### src/rtl/rtc_pkg.sv
package rtc_pkg;
  // index map: update logic decodes these positions
  localparam int IX_SEC_ALM = 1;
  localparam int IX_MIN_ALM = 3;
  localparam int IX_HR_ALM  = 5;
  localparam int IX_STAT    = 10;
  localparam int IX_CTRL    = 11;
  localparam int IX_FLAG    = 12;
  localparam int IX_VALID   = 13;

  // status / control / flag bit positions
  localparam int B_UIP  = 7;
  localparam int B_SET  = 7;
  localparam int B_PIE  = 6;
  localparam int B_AIE  = 5;
  localparam int B_UIE  = 4;
  localparam int B_SQWE = 3;
  localparam int B_IRQF = 7;
  localparam int B_PF   = 6;
  localparam int B_AF   = 5;
  localparam int B_UF   = 4;

  localparam logic [7:0] STAT_RST  = 8'h26;
  localparam logic [7:0] CTRL_RST  = 8'h02;
  localparam logic [7:0] FLAG_RST  = 8'h00;
  localparam logic [7:0] VALID_RST = 8'h80;
  localparam logic [2:0] DIV_RUN   = 3'b010;
  localparam logic [1:0] ALM_ANY   = 2'b11;

  localparam int NUM_TIME = 7;
endpackage

### src/rtl/rtc_upd_seq.sv
module rtc_upd_seq #(
  parameter int unsigned DELAY = 8
) (
  input  logic clk_i,
  input  logic rst_ni,
  input  logic tick_i,
  input  logic div_ok_i,
  input  logic set_mode_i,
  output logic inc_o,
  output logic uip_set_o,
  output logic upd_end_o
);
  localparam int unsigned CNT_W = (DELAY < 2) ? 1 : $clog2(DELAY);

  logic             busy_q;
  logic [CNT_W-1:0] cnt_q;

  assign inc_o     = tick_i && div_ok_i && !busy_q;
  assign uip_set_o = inc_o && !set_mode_i;
  assign upd_end_o = busy_q && (cnt_q == '0);

  always_ff @(posedge clk_i or negedge rst_ni) begin
    if (!rst_ni) begin
      busy_q <= 1'b0;
      cnt_q  <= '0;
    end else if (inc_o) begin
      busy_q <= 1'b1;
      cnt_q  <= CNT_W'(DELAY - 1);
    end else if (upd_end_o) begin
      busy_q <= 1'b0;
    end else if (busy_q) begin
      cnt_q <= cnt_q - 1'b1;
    end
  end
endmodule

### src/rtl/rtc_alarm_cmp.sv
module rtc_alarm_cmp import rtc_pkg::*; #(
  parameter int unsigned NUM = 3
) (
  input  logic [NUM*8-1:0] alarm_i,
  input  logic [NUM*8-1:0] now_i,
  output logic             match_o
);
  logic [NUM-1:0] hit;

  for (genvar g = 0; g < NUM; g++) begin : g_byte
    logic [7:0] a, n;
    assign a      = alarm_i[g*8 +: 8];
    assign n      = now_i[g*8 +: 8];
    assign hit[g] = (a[7:6] == ALM_ANY) || (a == n);
  end

  assign match_o = &hit;
endmodule

### src/rtl/rtc_regport.sv
module rtc_regport import rtc_pkg::*; #(
  parameter int unsigned UPD_DELAY = 8,
  parameter int unsigned IDX_W     = 7
) (
  input  logic                  clk_i,
  input  logic                  rst_ni,
  input  logic                  soft_rst_i,
  input  logic                  req_i,
  input  logic                  we_i,
  input  logic                  addr_i,
  input  logic [7:0]            wdata_i,
  output logic [7:0]            rdata_o,
  input  logic                  tick_i,
  input  logic [NUM_TIME*8-1:0] time_i,
  output logic                  inc_o,
  output logic                  irq_o
);
  localparam int unsigned DEPTH = 1 << IDX_W;
  localparam logic [IDX_W-1:0] I_STAT  = IDX_W'(IX_STAT);
  localparam logic [IDX_W-1:0] I_CTRL  = IDX_W'(IX_CTRL);
  localparam logic [IDX_W-1:0] I_FLAG  = IDX_W'(IX_FLAG);
  localparam logic [IDX_W-1:0] I_VALID = IDX_W'(IX_VALID);

  // time byte k -> store index: sec/min/hr interleaved with alarms, rest packed
  function automatic logic [IDX_W-1:0] time_idx(input int k);
    return (k < 3) ? IDX_W'(2 * k) : IDX_W'(k + 3);
  endfunction

  logic [7:0]       store_q [DEPTH];
  logic [IDX_W-1:0] idx_q;
  logic             irq_q;

  logic [7:0] reg_a, reg_b, reg_c, reg_d;
  assign reg_a = store_q[I_STAT];
  assign reg_b = store_q[I_CTRL];
  assign reg_c = store_q[I_FLAG];
  assign reg_d = store_q[I_VALID];

  logic wr_idx, wr_dat, rd_dat, rd_c, wr_a, wr_b, wr_d, set_wr;
  assign wr_idx = req_i && we_i && !addr_i;
  assign wr_dat = req_i && we_i && addr_i;
  assign rd_dat = req_i && !we_i && addr_i;
  assign rd_c   = rd_dat && (idx_q == I_FLAG);
  assign wr_a   = wr_dat && (idx_q == I_STAT);
  assign wr_b   = wr_dat && (idx_q == I_CTRL);
  assign wr_d   = wr_dat && (idx_q == I_VALID);
  assign set_wr = wr_b && wdata_i[B_SET];

  logic seq_inc, seq_uip_set, seq_end, alarm_hit;

  rtc_upd_seq #(.DELAY(UPD_DELAY)) u_seq (
    .clk_i      (clk_i),
    .rst_ni     (rst_ni),
    .tick_i     (tick_i),
    .div_ok_i   (reg_a[6:4] == DIV_RUN),
    .set_mode_i (reg_b[B_SET]),
    .inc_o      (seq_inc),
    .uip_set_o  (seq_uip_set),
    .upd_end_o  (seq_end)
  );

  rtc_alarm_cmp #(.NUM(3)) u_alarm (
    .alarm_i ({store_q[IX_HR_ALM], store_q[IX_MIN_ALM], store_q[IX_SEC_ALM]}),
    .now_i   (time_i[23:0]),
    .match_o (alarm_hit)
  );

  logic       alm_fire, ue_fire;
  logic [7:0] new_flags, c_next;
  assign alm_fire  = seq_end && reg_b[B_AIE] && alarm_hit;
  assign ue_fire   = seq_end && reg_b[B_UIE];
  assign new_flags = {alm_fire || ue_fire, 1'b0, alm_fire, seq_end, 4'h0};
  assign c_next    = (rd_c ? 8'h00 : reg_c) | new_flags;

  always_ff @(posedge clk_i or negedge rst_ni) begin
    if (!rst_ni) begin
      for (int i = 0; i < DEPTH; i++) store_q[i] <= 8'h00;
      store_q[I_STAT]  <= STAT_RST;
      store_q[I_CTRL]  <= CTRL_RST;
      store_q[I_FLAG]  <= FLAG_RST;
      store_q[I_VALID] <= VALID_RST;
      idx_q <= '0;
      irq_q <= 1'b0;
    end else begin
      if (wr_idx) idx_q <= wdata_i[IDX_W-1:0];
      if (wr_dat) begin
        unique case (idx_q)
          I_STAT:          store_q[I_STAT] <= {reg_a[B_UIP], wdata_i[6:0]};
          I_CTRL:          store_q[I_CTRL] <= set_wr ? (wdata_i & ~(8'h1 << B_UIE)) : wdata_i;
          I_FLAG, I_VALID: ;
          default:         store_q[idx_q] <= wdata_i;
        endcase
      end
      if (seq_uip_set && !set_wr) store_q[I_STAT][B_UIP] <= 1'b1;
      if (seq_end) begin
        if (!reg_b[B_SET])
          for (int k = 0; k < NUM_TIME; k++) store_q[time_idx(k)] <= time_i[k*8 +: 8];
        store_q[I_STAT][B_UIP] <= 1'b0;
      end
      if (set_wr) store_q[I_STAT][B_UIP] <= 1'b0;
      store_q[I_FLAG] <= c_next;
      if (rd_c) irq_q <= 1'b0;
      if (alm_fire || ue_fire) irq_q <= 1'b1;
      // soft reset acts on the current control value and wins over same-cycle events
      if (soft_rst_i) begin
        store_q[I_CTRL] <= reg_b & ~((8'h1 << B_PIE) | (8'h1 << B_AIE) | (8'h1 << B_SQWE));
        store_q[I_FLAG] <= reg_c & 8'h0F;
        irq_q <= 1'b0;
      end
    end
  end

  assign rdata_o = addr_i ? store_q[idx_q] : 8'hFF;
  assign inc_o   = seq_inc;
  assign irq_o   = irq_q;
endmodule

### config.mk
export PLATFORM = sky130hd
export DESIGN_NAME = rtc_regport
export DESIGN_NICKNAME = d
export VERILOG_FILES = /design/src/rtl/rtc_pkg.sv /design/src/rtl/rtc_upd_seq.sv /design/src/rtl/rtc_alarm_cmp.sv /design/src/rtl/rtc_regport.sv
export SDC_FILE = /design/constraint.sdc
export NUM_CORES = 2
export LEC_CHECK = 0
export BUFFER_PORTS_ARGS = -buffer_cell sky130_fd_sc_hd__buf_2
export CORE_MARGIN = 2
export CORE_UTILIZATION = 60
export DETAILED_ROUTE_END_ITERATION = 7
export GPL_TIMING_DRIVEN = 0
export HOLD_SLACK_MARGIN = 0.15
export PLACE_DENSITY = 0.74
export SYNTH_ARGS = -nofsm -noshare
export SYNTH_HDL_FRONTEND = slang
export SYNTH_SLANG_ARGS = --single-unit
### constraint.sdc
create_clock -name clk_i -period 4.7 [get_ports clk_i]
set_input_delay 0.705 -clock clk_i [delete_from_list [all_inputs] [get_ports clk_i]]
set_output_delay 0.705 -clock clk_i [all_outputs]
set_load 0.02 [all_outputs]
# [After elaboration in Yosys (flattened, before gate mapping)]
# Index checks and enable logic that the tools add are counted.
[totals] regBits=1036 input_bits=71
[op_classes] addsub=1 order_cmp=2 n_eq_ne=15 muxes=33 n_bitwise=6 reduce_logical=42
[op_table] op="$bwmux W1024" n=1
[op_table] op="$mux W1024" n=1
[op_table] op="$mux W928" n=1
[op_table] op="$mux W8" n=11
[op_table] op="$mux W80" n=1
[op_table] op="$bmux W8 S7" n=1
[op_table] op="$demux W8 S7" n=1
[op_table] op="$mux W33" n=1
[op_table] op="$mux W32" n=1
[op_table] op="$pmux W8 S2" n=2
[op_table] op="$eq A7 B4 Y1 const B" n=4
[op_table] op="$eq A8 B8 Y1" n=3
[op_table] op="$logic_and A1 B1 Y1" n=17
[op_table] op="$mux W15" n=1
[op_table] op="$mux W3" n=3
[op_table] op="$reduce_and A3 Y1" n=3
[op_table] op="$ge A8 B8 Y1 const B" n=1
[op_table] op="$lt A8 B1 Y1 const B" n=1
[op_table] op="$not A7 Y8" n=1
[op_table] op="$or A8 B8 Y8" n=1
[op_table] op="$reduce_and A2 Y1" n=4
[op_table] op="$mux W1" n=7
[op_table] op="$eq A2 B2 Y1 const B" n=3
[op_table] op="$reduce_bool A2 Y1" n=3
[op_table] op="other kinds (14)" n=26

# [Longest topological paths before layout]
[logic_depth] ltp_word=11 depth_mapped=11 mapped_depth_nobuf=7

# [Cells and area by module]
# From an unflattened synthesis, not the netlist that was laid out.
[hier_totals] cells_unflattened=3602 hier_area_um2=48666.7
[by_module_without_submodules] module="rtc_regport" n_inst=1 cells_per_inst=3543 area_each_um2=48147.4 seq_area_each_um2=25705.9
[by_module_without_submodules] module="rtc_alarm_cmp" n_inst=1 cells_per_inst=34 area_each_um2=280.3 seq_area_each_um2=0.0
[by_module_without_submodules] module="rtc_upd_seq" n_inst=1 cells_per_inst=25 area_each_um2=239.0 seq_area_each_um2=100.1

# [Worst setup path before layout]
# No wires, ideal clock.
[synth_timing] kind="reg-to-output" from="register idx_q[0]" to="output rdata_o[0]" t_arrival_ns=2.093 t_required_ns=3.995 setup_slack_ns=1.902 path_stages_with_launch=11 path_buffers=3 cell_sequence="dfrtp_1 -> buf_4 -> buf_6 -> nor3b_1 -> buf_2 -> a21oi_1 -> o21ai_0 -> o211ai_1 -> nand3_1 -> nor4_1 -> nor3_1"
[synth_via] elab_chain_cells=5
[synth_rtl] element="start: declaration" line="rtc_regport.sv:30" text="logic [IDX_W-1:0] idx_q;"
[synth_rtl] element="start signal: assignment" line="rtc_regport.sv:85" text="if (wr_idx) idx_q <= wdata_i[IDX_W-1:0];"
[synth_rtl] element="$not A7 Y8 (not written as such)" line="rtc_regport.sv:113" text="assign rdata_o = addr_i ? store_q[idx_q] : 8'hFF;"
[synth_rtl] element="$bmux W8 S7" line="rtc_regport.sv:113"
[synth_rtl] element="$mux W8 (not written as such) (2 in series)" line="rtc_regport.sv:113"
[synth_rtl] element="$mux W8" line="rtc_regport.sv:113"
[synth_rtl] element="end: declaration" line="rtc_regport.sv:12" text="output logic [7:0] rdata_o,"
# No other way between the ends. The select of a mux whose other input is x is not followed.

# [Worst setup path in the final report]
[layout_timing] from="register idx_q[1]" to="output rdata_o[3]"
# Same word-level chain as after synthesis.

==> results.ini <==
[sta]
fmax_mhz = 198
hold_viol = 0
worst_slack_ns = -0.350
grt_setup_unrepaired = yes
slew_violations = 11
setup_viol = 8
finClkSkew_ns = 0.0545
worstMarginPinSlew_ns = 1.57
period_share_pct = 107
relSlewSlack_pct = -4.60
period_needed_ns = 5.05

[synthesis]
postSynthCellCount = 3530
synthesis.area_sq_um = 48900
ys_async_sr_fraction_pct = 100
synthTopCellsByArea = dfrtp_1, mux2_2, mux4_2, mux2i_1, a221oi_1
synth-seq-area-share_pct = 52.8
syn-num-nets = 3603
yosys-top-cells-count = dfrtp_1, mux2_2, mux2i_1, clkbuf_1, nand2_1
ys_ff_latch = 1031
yosysWarnings = 0
synth_cell_types = 75
avgSynthCellArea_sq_um = 13.8
post-synth-top-count-cell = dfrtp_1
synth_top_cell_by_area = dfrtp_1
synth_top_area_share_pct = 52.5
ys.flop_type = dfrtp_1
synth_edf_count = 0

[pwr]
clock_power_share_pct = 37.5
p_total_mw = 24.8
peakVddDrop_mv = 0.447
p_sw_share_pct = 32.9
p_per_area_nw_per_um2 = 448
p_sw_mw = 8.16
cell_internal_pwr_mw = 16.7
leakage_nw = 26.6
seqPwrFrac_pct = 40.2
p_comb_share_pct = 22.3

[worst_hold_path]
hold_path_class = in -> reg
hold_path_startpoint = time_i[34]
hold_path_end = store_q[962]$_DFF_PN0_
whs_path_depth = 3

[worst_setup_path]
critPathKind = reg -> out
rr_worst_depth = 6
start_kind = register
crit_path_end_kind = primary output
critPathTopFamily = compound AO/OA/AOI/OAI gates
critPathBufInv = 3
reg2reg_from = idx_q[3]$_DFFE_PN0P_
path_cells = buf_6, nor2b_2, buf_4, a221oi_1, o221ai_1, o21ai_0, o32ai_2, o21ai_2, nand3_1, buf_2
cp.required_ns = 3.99
arrival_ns = 4.35
r2r_setup_slack_ns = 1.10
critical_path.max_fanout = 10
max_stage_delay_ns = 0.56
timing.rr.end = store_q[156]$_DFFE_PN0P_
critPathSlowestCell = nor2b_2

[clock_network]
post_cts_buffers = 0
clockRootBuffer = clkbuf_16
cts_tree = yes
cts-buffers-inserted = 108
clk_latency_ns = 0.71
htree_num_levels = 3
clock-sinks = 1031
clockBufferDepth = 3
clk_pin_slew_worst_paths_ns = 0.07

[floorplan]
die_area_sq_um = 83800
floorplan.initialDensity_pct = 60.7
die_y_um = 289
ioPinCount = 81
core_area_sq_um = 80500
fp.dieW_um = 289
rows = 104

[drt]
drtPass1Iterations = 7
vias_per_cell = 7.26
drc = 0
drtAntennaViolNets = 0
vias = 35400
wirelength_um = 196000
wl_per_cell_um = 40.1
drt_iter0_drc = 4952

[place]
dp_hpwl_um = 133000
place_inst = 4670
place.gp.congestion = 1.05
port_buffers = 71

[global_route]
grt_pass1_wl_um = 272000
globalRouteOverflowTotal = 0
grt_pass1_vias = 36000
grt_max_degree = 131
track_usage_pct = 47.1
grt_antenna_before_repair = 16

[cells_and_area]
finalNetCount = 3794
syn2layout_area_growth_pct = 13.3
fill_cells = 5572
drive_gt1_share_pct = 44.1
multi_input_area_sq_um = 21900
register_area_sq_um = 25800
instances_no_fill = 4878

[run_status]
outcome = finished with violations
violations = max-capacitance violations, max-slew violations, negative setup slack

[job]
max_cap_viol_count = 1

## cell usage in the layout (no fill, tap or decap), types with 9 or more instances in the layout
master,n
dfrtp_1,1026
mux2_2,978
mux2i_1,177
clkbuf_1,156
nand2_1,135
a221oi_1,125
buf_2,108
clkbuf_16,108
mux4_2,105
o21ai_0,95
nor2_1,81
nor2_4,59
nor2_2,40
a21oi_1,34
buf_6,33
buf_4,32
a22oi_1,27
clkbuf_8,27
o221ai_1,27
nand3_1,25
o22ai_1,24
mux2_1,20
clkinv_2,20
buf_8,17
xor2_1,17
nor2_8,16
bufinv_16,15
clkbuf_2,14
nand2_2,14
o211ai_1,13
nor3_1,12
o21ai_1,10
buf_16,10
nand4_1,10
a31oi_1,10
nor2b_1,9
xnor2_1,9
## per-layer routing
layer / track usage (%) / up-vias / wire [um]
li1: - / 13500 / -
met1: 59.0 / 18400 / 70800
met2: 66.6 / 2672 / 81700
met3: 19.7 / 870 / 26500
met4: 32.0 / 8 / 16500
met5: 0.966 / - / 56
## worst max path at each step
stage,slack (ns),from,depth (start not counted),end
floorplan,1.90,idx_q[0]$_DFFE_PN0P_,10,rdata_o[0]
global placement,-18.11,rst_ni,1,store_q[409]$_DFFE_PN0P_
detailed placement,-0.76,idx_q[1]$_DFFE_PN0P_,10,rdata_o[2]
CTS,-0.007,idx_q[0]$_DFFE_PN0P_,10,rdata_o[5]
global route,-0.07,idx_q[1]$_DFFE_PN0P_,10,rdata_o[3]
finish,-0.35,idx_q[1]$_DFFE_PN0P_,10,rdata_o[3]
## area by class of cell
type / count / share of cell area [%]
antenna: 8 / 0.0362
buffer: 283 / 3.18
clock buffer: 148 / 5.59
clock inverter: 51 / 1.39
inverter: 12 / 0.0814
multi-input combinational: 2204 / 39.6
sequential: 1031 / 46.6
tap: 1060 / 2.40
timing repair buffer: 81 / 1.13
## state kept, by name, summed over array words and instances, names as in the netlist
signal        cells
idx_q             7
reg_a             8
u_seq.busy_q      1
store_q         992
irq_o             1
reg_b             8
reg_c             3
u_seq.cnt_q       3
reg_d             8
## kinds of logic (layout without fill, tap and decap cells)
family / after synthesis / count (layout) / share of synthesized area [%]
muxes: 1289 / 1289 / 31.6
DFF: 1031 / 1031 / 52.8
and+or+nand+nor: 449 / 449 / 5.66
AOI/OAI and AO/OA: 438 / 438 / 6.45
buffers and inverters: 295 / 575 / 2.94
xor gates and xnor gates: 26 / 26 / 0.466
adders and majority gates: 2 / 2 / 0.0512
other: 0 / 8 / 0
## worst register-to-register path: stages (launching register included)
cell	delay, ns
dfrtp_1	0.32
buf_2	0.32
nand2_1	0.17
nor2_1	1.07
nand3_2	0.51
nor2_2	0.65
mux2_2	0.42
## repair_timing
| action | CTS | global route |
|---|---|---|
| gates resized for setup | 146 | 56 |
| setup endpoints to repair | 8 | 8 |
| hold buffers | 1 | 0 |
| hold endpoints to repair | 78 | 0 |
| pin swaps | 6 | 9 |
## power groups by stage
stage	Sequential, mW	Combinational [mW]	Clock [mW]
6_report	9.98	5.52	9.30
5_1_grt	10.0	5.46	9.67
4_1_cts	9.95	5.13	9.26
3_5_place_dp	10.1	4.95	0
3_3_place_gp	10.1	4.84	0
2_1_floorplan	9.95	2.57	0
## through the flow
step / TNS (ns) / hold WS (ns) / cell area, sq um / setup slack (ns) / util [%]
floorplan: 0 / 0.409 / 48900 / 1.90 / -
global placement: - / 0.434 / 50600 / -18.11 / 62.8
detailed placement: -1.88 / 0.436 / 50800 / -0.756 / 63.1
CTS: -0.00759 / 0.215 / 55200 / -0.00697 / 68.5
global route: -0.172 / 0.255 / 55300 / -0.0698 / 68.7
finish: -1.62 / 0.222 / 55400 / -0.350 / 68.7
Power figures use the tool's default switching activity.
